===== src/rtl/i2c_sw_pkg.sv =====
package i2c_sw_pkg;
  localparam int BYTE_W = 8;
  localparam int CNT_W  = $clog2(BYTE_W);
  localparam int ADDR_W = 7;

  typedef enum logic [2:0] {
    ST_IDLE,
    ST_RX,
    ST_RX_END,
    ST_ACK,
    ST_TX,
    ST_TX_ACK,
    ST_TX_NEXT
  } sw_state_e;
endpackage


===== src/rtl/sw_sync.sv =====
module sw_sync #(
  parameter int          W      = 1,
  parameter int          STAGES = 2,
  parameter logic [W-1:0] RST_V = '1
) (
  input  logic         clk_i,
  input  logic         rst_ni,
  input  logic [W-1:0] d_i,
  output logic [W-1:0] q_o
);
  logic [W-1:0] stg_q [STAGES];

  always_ff @(posedge clk_i or negedge rst_ni) begin
    if (!rst_ni) begin
      for (int i = 0; i < STAGES; i++) stg_q[i] <= RST_V;
    end else begin
      stg_q[0] <= d_i;
      for (int i = 1; i < STAGES; i++) stg_q[i] <= stg_q[i-1];
    end
  end

  assign q_o = stg_q[STAGES-1];
endmodule


===== src/rtl/sw_bus_cond.sv =====
module sw_bus_cond (
  input  logic clk_i,
  input  logic rst_ni,
  input  logic scl_i,
  input  logic sda_i,
  output logic start_o,
  output logic stop_o,
  output logic scl_rise_o,
  output logic scl_fall_o
);
  logic scl_q, sda_q;

  always_ff @(posedge clk_i or negedge rst_ni) begin
    if (!rst_ni) begin
      scl_q <= 1'b1;
      sda_q <= 1'b1;
    end else begin
      scl_q <= scl_i;
      sda_q <= sda_i;
    end
  end

  // SDA edges while SCL holds high
  assign start_o    = scl_i & scl_q & sda_q & ~sda_i;
  assign stop_o     = scl_i & scl_q & ~sda_q & sda_i;
  assign scl_rise_o = scl_i & ~scl_q;
  assign scl_fall_o = ~scl_i & scl_q;
endmodule


===== src/rtl/sw_slave_fsm.sv =====
module sw_slave_fsm
  import i2c_sw_pkg::*;
#(
  parameter int SEL_W = 2
) (
  input  logic              clk_i,
  input  logic              rst_ni,
  input  logic              start_i,
  input  logic              stop_i,
  input  logic              scl_rise_i,
  input  logic              scl_fall_i,
  input  logic              sda_i,
  input  logic [ADDR_W-1:0] dev_addr_i,
  input  logic [BYTE_W-1:0] image_i,
  output logic [SEL_W-1:0]  sel_o,
  output logic              sda_oe_o
);
  sw_state_e         state_q;
  logic [CNT_W-1:0]  bit_q;
  logic [BYTE_W-1:0] sh_q;
  logic              is_addr_q, rw_q, oe_q;
  logic [SEL_W-1:0]  sel_q;

  always_ff @(posedge clk_i or negedge rst_ni) begin
    if (!rst_ni) begin
      state_q   <= ST_IDLE;
      bit_q     <= '0;
      sh_q      <= '0;
      is_addr_q <= 1'b0;
      rw_q      <= 1'b0;
      oe_q      <= 1'b0;
      sel_q     <= '0;
    end else if (start_i) begin
      state_q   <= ST_RX;
      bit_q     <= '0;
      is_addr_q <= 1'b1;
      oe_q      <= 1'b0;
    end else if (stop_i) begin
      state_q <= ST_IDLE;
      oe_q    <= 1'b0;
    end else begin
      unique case (state_q)
        ST_RX: if (scl_rise_i) begin
          sh_q  <= {sh_q[BYTE_W-2:0], sda_i};
          bit_q <= bit_q + CNT_W'(1);
          if (bit_q == CNT_W'(BYTE_W-1)) state_q <= ST_RX_END;
        end
        ST_RX_END: if (scl_fall_i) begin
          if (is_addr_q) begin
            if (sh_q[BYTE_W-1:1] == dev_addr_i) begin
              oe_q    <= 1'b1;
              rw_q    <= sh_q[0];
              state_q <= ST_ACK;
            end else begin
              state_q <= ST_IDLE;
            end
          end else begin
            sel_q   <= sh_q[SEL_W-1:0];
            oe_q    <= 1'b1;
            state_q <= ST_ACK;
          end
        end
        ST_ACK: if (scl_fall_i) begin
          is_addr_q <= 1'b0;
          bit_q     <= '0;
          if (is_addr_q && rw_q) begin
            sh_q    <= image_i;
            oe_q    <= ~image_i[BYTE_W-1];
            state_q <= ST_TX;
          end else begin
            oe_q    <= 1'b0;
            state_q <= ST_RX;
          end
        end
        ST_TX: if (scl_fall_i) begin
          bit_q <= bit_q + CNT_W'(1);
          sh_q  <= sh_q << 1;
          if (bit_q == CNT_W'(BYTE_W-1)) begin
            oe_q    <= 1'b0;
            state_q <= ST_TX_ACK;
          end else begin
            oe_q <= ~sh_q[BYTE_W-2];
          end
        end
        ST_TX_ACK: if (scl_rise_i) state_q <= sda_i ? ST_IDLE : ST_TX_NEXT;
        ST_TX_NEXT: if (scl_fall_i) begin
          sh_q    <= image_i;
          bit_q   <= '0;
          oe_q    <= ~image_i[BYTE_W-1];
          state_q <= ST_TX;
        end
        default: ;
      endcase
    end
  end

  assign sel_o    = sel_q;
  assign sda_oe_o = oe_q;
endmodule


===== src/rtl/i2c_chan_switch.sv =====
module i2c_chan_switch
  import i2c_sw_pkg::*;
#(
  parameter int N_CH        = 2,
  parameter int SYNC_STAGES = 2,
  parameter int PIN_W       = 2,
  parameter int INT_LSB     = 4,
  parameter logic [ADDR_W-PIN_W-1:0] ADDR_PREFIX = 5'b11100
) (
  input  logic             clk_i,
  input  logic             rst_ni,
  input  logic [PIN_W-1:0] addr_i,
  input  logic             scl_i,
  input  logic             sda_i,
  output logic             sda_oe_o,
  input  logic [N_CH-1:0]  int_ni,
  output logic             int_oe_o,
  output logic [N_CH-1:0]  chan_en_o
);
  localparam int SW = N_CH + 2;

  logic [SW-1:0]     sync_s;
  logic              scl_s, sda_s;
  logic [N_CH-1:0]   int_s;
  logic              start_w, stop_w, scl_rise_w, scl_fall_w;
  logic [N_CH-1:0]   sel_w;
  logic [BYTE_W-1:0] image_w;
  logic [N_CH-1:0]   chan_en_q;

  sw_sync #(.W(SW), .STAGES(SYNC_STAGES), .RST_V('1)) i_sync (
    .clk_i (clk_i),
    .rst_ni(rst_ni),
    .d_i   ({int_ni, scl_i, sda_i}),
    .q_o   (sync_s)
  );
  assign sda_s = sync_s[0];
  assign scl_s = sync_s[1];
  assign int_s = sync_s[SW-1:2];

  sw_bus_cond i_cond (
    .clk_i     (clk_i),
    .rst_ni    (rst_ni),
    .scl_i     (scl_s),
    .sda_i     (sda_s),
    .start_o   (start_w),
    .stop_o    (stop_w),
    .scl_rise_o(scl_rise_w),
    .scl_fall_o(scl_fall_w)
  );

  // read image: select bits low, active-high interrupt flags at INT_LSB
  always_comb begin
    image_w = '0;
    image_w[N_CH-1:0] = sel_w;
  end
  logic [BYTE_W-1:0] int_img;
  for (genvar g = 0; g < BYTE_W; g++) begin : g_img
    if (g >= INT_LSB && g < INT_LSB + N_CH) begin : g_int
      assign int_img[g] = ~int_s[g-INT_LSB];
    end else begin : g_zero
      assign int_img[g] = 1'b0;
    end
  end

  sw_slave_fsm #(.SEL_W(N_CH)) i_fsm (
    .clk_i     (clk_i),
    .rst_ni    (rst_ni),
    .start_i   (start_w),
    .stop_i    (stop_w),
    .scl_rise_i(scl_rise_w),
    .scl_fall_i(scl_fall_w),
    .sda_i     (sda_s),
    .dev_addr_i({ADDR_PREFIX, addr_i}),
    .image_i   (image_w | int_img),
    .sel_o     (sel_w),
    .sda_oe_o  (sda_oe_o)
  );

  // selection reaches the channels only at STOP
  always_ff @(posedge clk_i or negedge rst_ni) begin
    if (!rst_ni)     chan_en_q <= '0;
    else if (stop_w) chan_en_q <= sel_w;
  end

  assign chan_en_o = chan_en_q;
  assign int_oe_o  = ~&int_ni;
endmodule


===== config.mk =====
export PLATFORM = sky130hd
export DESIGN_NAME = i2c_chan_switch
export DESIGN_NICKNAME = d
export VERILOG_FILES = /design/src/rtl/i2c_sw_pkg.sv /design/src/rtl/sw_sync.sv /design/src/rtl/sw_bus_cond.sv /design/src/rtl/sw_slave_fsm.sv /design/src/rtl/i2c_chan_switch.sv
export SDC_FILE = /design/constraint.sdc
export NUM_CORES = 1
export LEC_CHECK = 0
export CAP_MARGIN = 20
export CORE_AREA = 2 2 55 57
export CTS_CLUSTER_DIAMETER = 80
export DETAILED_ROUTE_END_ITERATION = 8
export DIE_AREA = 0 0 57 59
export PLACE_DENSITY = 0.81
export RECOVER_POWER = 25
export SLEW_MARGIN = 20
export SYNTH_ARGS = -nofsm -noshare
export SYNTH_HDL_FRONTEND = slang
export SYNTH_HIERARCHICAL = 1
export SYNTH_SLANG_ARGS = --single-unit

===== constraint.sdc =====
create_clock -name clk_i -period 3.67 [get_ports clk_i]
set_input_delay 1.101 -clock clk_i [delete_from_list [all_inputs] [get_ports clk_i]]
set_output_delay 1.101 -clock clk_i [all_outputs]
set_load 0.05 [all_outputs]

==> After elaboration in Yosys (flattened, before gate mapping) <==
Cells that the tools add are included.
{ "word_totals": {"ramBits": 0, "latch_bits": 0, "register_bits": 31, "elab_cells": 117, "mem_bits_ro": 0, "mem_count": 0, "out_inout_bits": 4} }
{ "classes": {"order_cmp": 0, "shift": 0, "n_eq_ne": 26, "n_div": 0, "n_mux": 42, "reduce_logical": 17, "n_addsub": 1, "mul": 0, "bitwise_logic": 19} }
{ "op_table": {"columns": ["cell", "count"], "rows": [
  ["3-bit 2-to-1 mux", 17],
  ["8-bit 2-to-1 mux", 5],
  ["8-bit case mux with 4 select lines", 1],
  ["4-bit inequality test, second input constant", 6],
  ["3-bit case mux with 6 select lines", 1],
  ["1-bit 2-to-1 mux", 14],
  ["3-bit == test, second input constant", 4],
  ["6-bit AND reduction", 2],
  ["1-bit NOT", 10],
  ["5-bit AND reduction", 2],
  ["3-bit case mux with 3 select lines", 1],
  ["9-bit AND reduction", 1],
  ["2-bit inequality test, second input constant", 4],
  ["4-bit by 3-bit inequality test with 1-bit output, second input constant", 2],
  ["8-bit AND reduction", 1],
  ["4-bit nonzero test", 2],
  ["8-bit nonzero test", 1],
  ["1-bit AND", 7],
  ["7-bit == test", 1],
  ["3-bit by 2-bit == test with 1-bit output, second input constant", 2],
  ["3-bit inequality test, second input constant", 2],
  ["2-bit by 6-bit OR with 6-bit output", 1],
  ["6-bit nonzero test", 1],
  ["5-bit inequality test, second input constant", 1],
  ["13 further kinds", 16]
]} }

==> Logic depth before layout (Yosys ltp) <==
Gate-level depths: netlist (run 1).
{ "depth": {"ltp_word": 7, "mapped_depth": 8, "depth_no_buf": 7} }

==> Hierarchy <==
The synthesis (run 1) kept the hierarchy.
{ "modules_own_cells": {"columns": ["mod", "instances", "area_per_inst_um2", "cells_per_inst", "seq_area_each_um2"], "rows": [
  ["sw_slave_fsm", 1, 1223.7, 133, 475.5],
  ["sw_sync", 1, 240.2, 12, 210.2],
  ["i2c_chan_switch", 1, 91.3, 9, 50.0],
  ["sw_bus_cond", 1, 87.6, 6, 52.6]
]} }

==> Worst setup path after synthesis (run 1) <==
No wires, ideal clock.
{ "synth_timing": {"path_kind": "in2out", "start": "input int_ni[0]", "end": "output int_oe_o", "path_slack_ps": 1136, "cell_stages": 1, "required_time_ps": 2569, "arrival_ps": 1433, "cell_sequence": "nand2_1"} }
{ "synth_via": {"elab_chain_cells": 2} }
{ "synth_rtl": {"columns": ["element", "line", "source"], "rows": [
  ["start, declared", "i2c_chan_switch.sv:16", "input logic [N_CH-1:0] int_ni,"],
  ["2-bit AND reduction", "i2c_chan_switch.sv:86", "assign int_oe_o = ~&int_ni;"],
  ["1-bit zero test", "i2c_chan_switch.sv:86", null],
  ["end, declared", "i2c_chan_switch.sv:17", "output logic int_oe_o,"]
]} }
Every way passes these cells.

==> Worst setup path in the final report (run 1) <==
Same ends and word-level chain as after synthesis.

==> results of run 1 <==
[through the flow]
step | power [mW] | hold WS [ns] | cells
after floorplan | 0.736 | 0.345 | 169
after global placement | 0.795 | 0.346 | 202
after detailed placement | 0.816 | 0.347 | 202
after CTS | 1.01 | 0.360 | 210
after global routing | 1.07 | 0.362 | 210
final | 1.00 | 0.359 | 210
[report_power, final]
group / internal, mW / switching [mW] / total (mW)
sequential: 0.413 / 0.0884 / 0.501
clock: 0.0737 / 0.116 / 0.189
combinational: 0.139 / 0.170 / 0.310
[placed cells by master, fill, tap and decap left out, types with 2 or more instances in the layout]
cell             instances
nor2_1                   7
dfstp_1                  2
inv_1                    5
xor2_1                   4
o21ai_0                 21
nand3_1                  6
xnor2_1                  3
nand2_1                 15
mux2_2                   6
dlygate4sd3_1            5
a21oi_1                  9
clkbuf_1                 2
o211a_1                  2
clkdlybuf4s50_1          5
nor2b_1                  2
nand2b_1                 4
dfrtp_1                 21
clkbuf_4                 5
ha_1                     2
conb_1                  11
buf_4                    2
mux2i_1                  7
dfstp_2                  8
nor3_1                   2
and4b_1                  2
[flip-flops by register name, indices dropped and copies added (netlist names)]
signal,cells
i_fsm/sh_q,8
i_sync/q_o,4
i_sync/stg_q,4
i_fsm/bit_q,3
i_fsm/state_q,3
chan_en_o,2
i_fsm/sel_o,2
i_cond/scl_q,1
i_cond/sda_q,1
i_fsm/is_addr_q,1
i_fsm/rw_q,1
i_fsm/sda_oe_o,1
[cell type report]
type                    count  area [sq um]
repair buffers             13           119
flip-flops and latches     31           788
multi-input cells         122           802
clock inverters             2          12.5
fillers                   213           890
inverters                   5          18.8
well taps                  31          38.8
clock buffers               6          41.3
[worst reg2reg max path, cell delays in order, from the launching register on]
cell and delay (ns):
dfstp_1 0.59, and4b_1 0.32, nor2_1 0.38, nand4_1 0.15, nor2_1 0.14, mux2_2 0.35
[metal layers]
| layer | part of all wire [%] | wire length (microns) |
|---|---|---|
| met2 | 45 | 1410 |
| met4 | 1.8 | 55 |
| met1 | 45 | 1410 |
| met5 | 0 | 0 |
| met3 | 7.8 | 242 |
[worst paths after layout]
kind | from | end | cells after the start
setup / recovery | int_ni[0] | int_oe_o | 3
hold / removal | i_sync/stg_q[7] | i_sync/q_o[3] | 0
setup reg to reg | i_sync/q_o[0] | i_fsm/rw_q | 5
hold reg to reg | i_sync/stg_q[7] | i_sync/q_o[3] | 0
max in group asynchronous | rst_ni | i_fsm/state_q[2] | 2
min in group asynchronous | rst_ni | i_fsm/sh_q[5] | 2
[logic make-up after synthesis]
group | synth area share (%)
other | 0.457
muxes | 8.38
AOI/OAI and AO/OA | 15.8
DFF | 48.0
buffers and inverters | 5.25
and+or+nand+nor | 16.8
adders and majority gates | 1.52
xor gates and xnor gates | 3.73
==> reports/metrics.yaml, run 1 <==
cts_sinks: 31
relSlewSlack_pct: -6.94
post_cts.repair.setup_buffers: 0
drtIter0Drc: 41
synth_top_cell_area_share_pct: 32.0
antenna_found_initial: 0
grt_pass1_wl_microns: 5380
drcViolationCount: 0
io_buffers: 11
core_sq_um: 2710
dr.pass1.iters: 4
setup_viol: 0
setup.worst_path.class: "input port to primary output"
grt_max_degree: 32
cts_tree: "done"
cts_root_buffer: "clkbuf_4"
status: "complete, but fails checks"
critPathCaptureType: "primary output"
met3_usage_pct: 7.64
worstPathMaxFanout: 2
critPathBufInv: 2
ys_types: 41
grt.met1_usage_pct: 28.4
gr-max-usage-layer: "met2"
slowest_stage: "dlygate4sd3_1"
io_pins: 12
fmax_mhz: 331
placed_area_sq_um: 1770
synth_common_cells: "dfrtp_1, o21ai_0, nand2_1"
syn_area_sq_um: 1640
via_per_inst: 5.80
post-place-ws_ns: 0.745
tns_ns: 0
worstMarginPinSlew_ns: 1.60
finish.utilization_pct: 67.2
drive_gt1_share_pct: 17.9
n_antenna_cell: 0
yosysWarnings: 6
post_cts_resized: 0
hold_path.class: "flip-flop to flip-flop"
synthCells: 160
worst_setup_path_start_kind: "input port"
ys.flop_type: "dfrtp_1"
vdd_drop_max_mv: 0.440
grt_pass1_vias: 1133
avgSynthCellArea_sq_um: 10.3
crit_required_ns: 2.57
critical-path-top-delay-family: "buffers and inverters"
overflow: 0
min_period_ns: 3.02
syn_to_final_growth_pct: 10.8
cts_buffers: 5
global_route.usage.met2_pct: 33.7
dieWidth_microns: 57
synth_area_leaders: "dfrtp_1, dfstp_2, o21ai_0"
clkLatencyLatePin_ns: 0.33
layout.nets: 188
max_stage_delay_ns: 0.55
rows: 19
clk_pin_slew_ns: 0.09
yosysSeqAreaShare_pct: 48.0
synth_edf_count: 0
hpwlAfterDp_microns: 2140
finalWorstSetupSlack_ns: 0.651
drv_cap: 1
dieHeight_microns: 59
fin_skew_ns: 0.00694
worstPathCellList: "dlygate4sd3_1, nand2_1, buf_4"
finalHoldViolCount: 0
htreeDepth: 2
violations: "capacitance limit, slew limit"
place_congestion: 0.917
wl_per_cell_microns: 14.8
synth_seq_cells: 31
p_leak_nw: 0.845
crit_arrival_ns: 1.92
final_cell_area_sq_um: 1820
period_share_pct: 82.3
grt_use_total_pct: 21.9
drv_slew: 32
yosysTopAreaCell: "dfrtp_1"
rsz0062_at_grt: "false"
r2r_slack_ns: 1.63
start_util_pct: 60.6
die-area_sq_um: 3360
cts_hold_buf: 0
postSynth.asyncResetShare_pct: 100
antenna_left: 0
power_density_nw_per_um2: 549
dr_total_vias: 1219
cts_buffer_depth: 2
finalWirelength_microns: 3110
Power figures use the tool's default switching activity.
==> run 2: changes to the inputs <==
--- a/config.mk
+++ b/config.mk
@@ -6,11 +6,11 @@
 export NUM_CORES = 1
 export LEC_CHECK = 0
 export CAP_MARGIN = 20
-export CORE_AREA = 2 2 55 57
+export CORE_AREA = 2 2 60 62
 export CTS_CLUSTER_DIAMETER = 80
 export DETAILED_ROUTE_END_ITERATION = 8
-export DIE_AREA = 0 0 57 59
-export PLACE_DENSITY = 0.81
+export DIE_AREA = 0 0 62 64
+export PLACE_DENSITY = 0.72
 export RECOVER_POWER = 25
 export SLEW_MARGIN = 20
 export SYNTH_ARGS = -nofsm -noshare
==> constraint.sdc (replaced) <==
create_clock -name clk_i -period 2.7 [get_ports clk_i]
set_input_delay 0.81 -clock clk_i [delete_from_list [all_inputs] [get_ports clk_i]]
set_output_delay 0.81 -clock clk_i [all_outputs]
set_load 0.05 [all_outputs]
==> run 2 against run 1 <==
Against the previous run: the flow now finishes without violations; critical path type unchanged; worst setup slack lost 0.39 ns; critical path depth is the same; utilization shrank 10 points; count of clock-buffer cells in the layout grew 2.
==> reports/metrics.yaml, run 2 (synthesized netlist as in run 1, its figures left out) <==
status: "finished, final reports clean"
drtIter0Drc: 59
drv_slew: 0
largest_reg_flops: 8
overflow: 0
dieWidth_microns: 62
clk_pin_slew_ns: 0.09
die-area_sq_um: 3970
setup_viol: 0
cts_hold_buf: 0
fmax_mhz: 410
period_share_pct: 90.4
finalWorstSetupSlack_ns: 0.260
seqPwrFrac_pct: 48.3
io_pins: 12
regToRegStartpoint: "i_sync/q_o[0]"
setup.worst_path.class: "input port to primary output"
dr.pass1.iters: 4
p_leak_nw: 0.864
post_cts_resized: 0
layout_common_cells: "dfrtp_1, o21ai_0, nand2_1, conb_1, a21oi_1"
grt_pass1_vias: 1255
r2r_cells: 5
routed.top_layer: "met4"
htreeDepth: 2
p_comb_share_pct: 29.6
cts_buffers: 5
cts_sinks: 31
antenna_found_initial: 0
via_per_inst: 5.45
syn_to_final_growth_pct: 13.7
core_sq_um: 3280
drcViolationCount: 0
io_buffers: 11
wl_per_cell_microns: 13.9
cts_tree: "done"
min_period_ns: 2.44
layout.nets: 188
worst_setup_path_start_kind: "input port"
worstPathMaxFanout: 2
start_util_pct: 50.0
worstMarginPinSlew_ns: 0.752
cts_buffer_depth: 2
rows: 21
vdd_drop_max_mv: 0.357
p_sw_mw: 0.512
clkLatencyLatePin_ns: 0.33
p_int_mw: 0.907
relSlewSlack_pct: 49.9
r2r_slack_ns: 0.70
antenna_left: 0
crit_required_ns: 1.89
cts_root_buffer: "clkbuf_4"
tns_ns: 0
endpoint: "int_oe_o"
grt_use_total_pct: 18.7
finalHoldViolCount: 0
grt_max_degree: 32
wl_met1_microns: 1470
critPathCaptureType: "primary output"
crit_start: "int_ni[0]"
grt_pass1_wl_microns: 5440
dr_total_vias: 1226
n_antenna_cell: 0
met3_length_microns: 222
fin_hold_ws_ns: 0.359
rsz0062_at_grt: "false"
largest_register: "i_fsm/sh_q"
hpwlAfterDp_microns: 2140
finalWirelength_microns: 3120
wl_met2_microns: 1370
fin_skew_ns: 0.0100
place_congestion: 0.994
post-place-ws_ns: 0.275
hold_path.class: "flip-flop to flip-flop"
power_density_nw_per_um2: 759
dieHeight_microns: 64
fillers: 292
switching_share_pct: 36.1
drv_cap: 0
r2r_end: "i_fsm/rw_q"
post_cts.repair.setup_buffers: 0
crit_arrival_ns: 1.63
drive_gt1_share_pct: 18.4
power_frac_clock_pct: 22.1
min_path_cells: 0
## run 2: cell type report
cell class                      count  area [sq um]  area share [%]
Multi-Input combinational cell    122           802            42.9
Clock buffer                        8          68.8            3.68
Inverter                            5          18.8            1.00
Sequential cell                    31           788            42.2
Tap cell                           46          57.6            3.08
Timing Repair Buffer               13           133            7.10
## run 2: through the flow
step | cells | power (mW) | area (sq um) | utilization [%]
floorplan | 169 | 1.00 | 1680 | -
global placement | 217 | 1.09 | 1800 | 54.9
detailed placement | 217 | 1.11 | 1800 | 54.9
CTS | 225 | 1.43 | 1870 | 57.0
global route | 225 | 1.53 | 1870 | 56.9
finish | 225 | 1.42 | 1870 | 56.9
## run 2: worst min-delay path by stage
stage | startpoint | end
2_1_floorplan | i_sync/stg_q[4] | i_sync/q_o[0]
3_3_place_gp | i_sync/stg_q[6] | i_sync/q_o[2]
3_5_place_dp | i_sync/stg_q[5] | i_sync/q_o[1]
4_1_cts | i_sync/stg_q[6] | i_sync/q_o[2]
5_1_grt | i_sync/stg_q[7] | i_sync/q_o[3]
6_report | i_sync/stg_q[6] | i_sync/q_o[2]
## run 2: worst max-delay path: stages
cell,delay [ns]
dlygate4sd3_1,0.56
nand2_1,0.12
buf_12,0.14
## run 2: power by group through the flow
stage	clock (mW)	combinational [mW]	sequential (mW)
after floorplan	0	0.346	0.654
after global placement	0	0.400	0.687
after detailed placement	0	0.417	0.692
after CTS	0.329	0.419	0.683
after global routing	0.351	0.475	0.700
final	0.314	0.420	0.685
## run 2: per-layer routing
metal,track usage (%),vias up
met4,8.24,0
met2,25.9,54
met3,6.68,8
met1,25.9,581
met5,0,-
li1,-,583
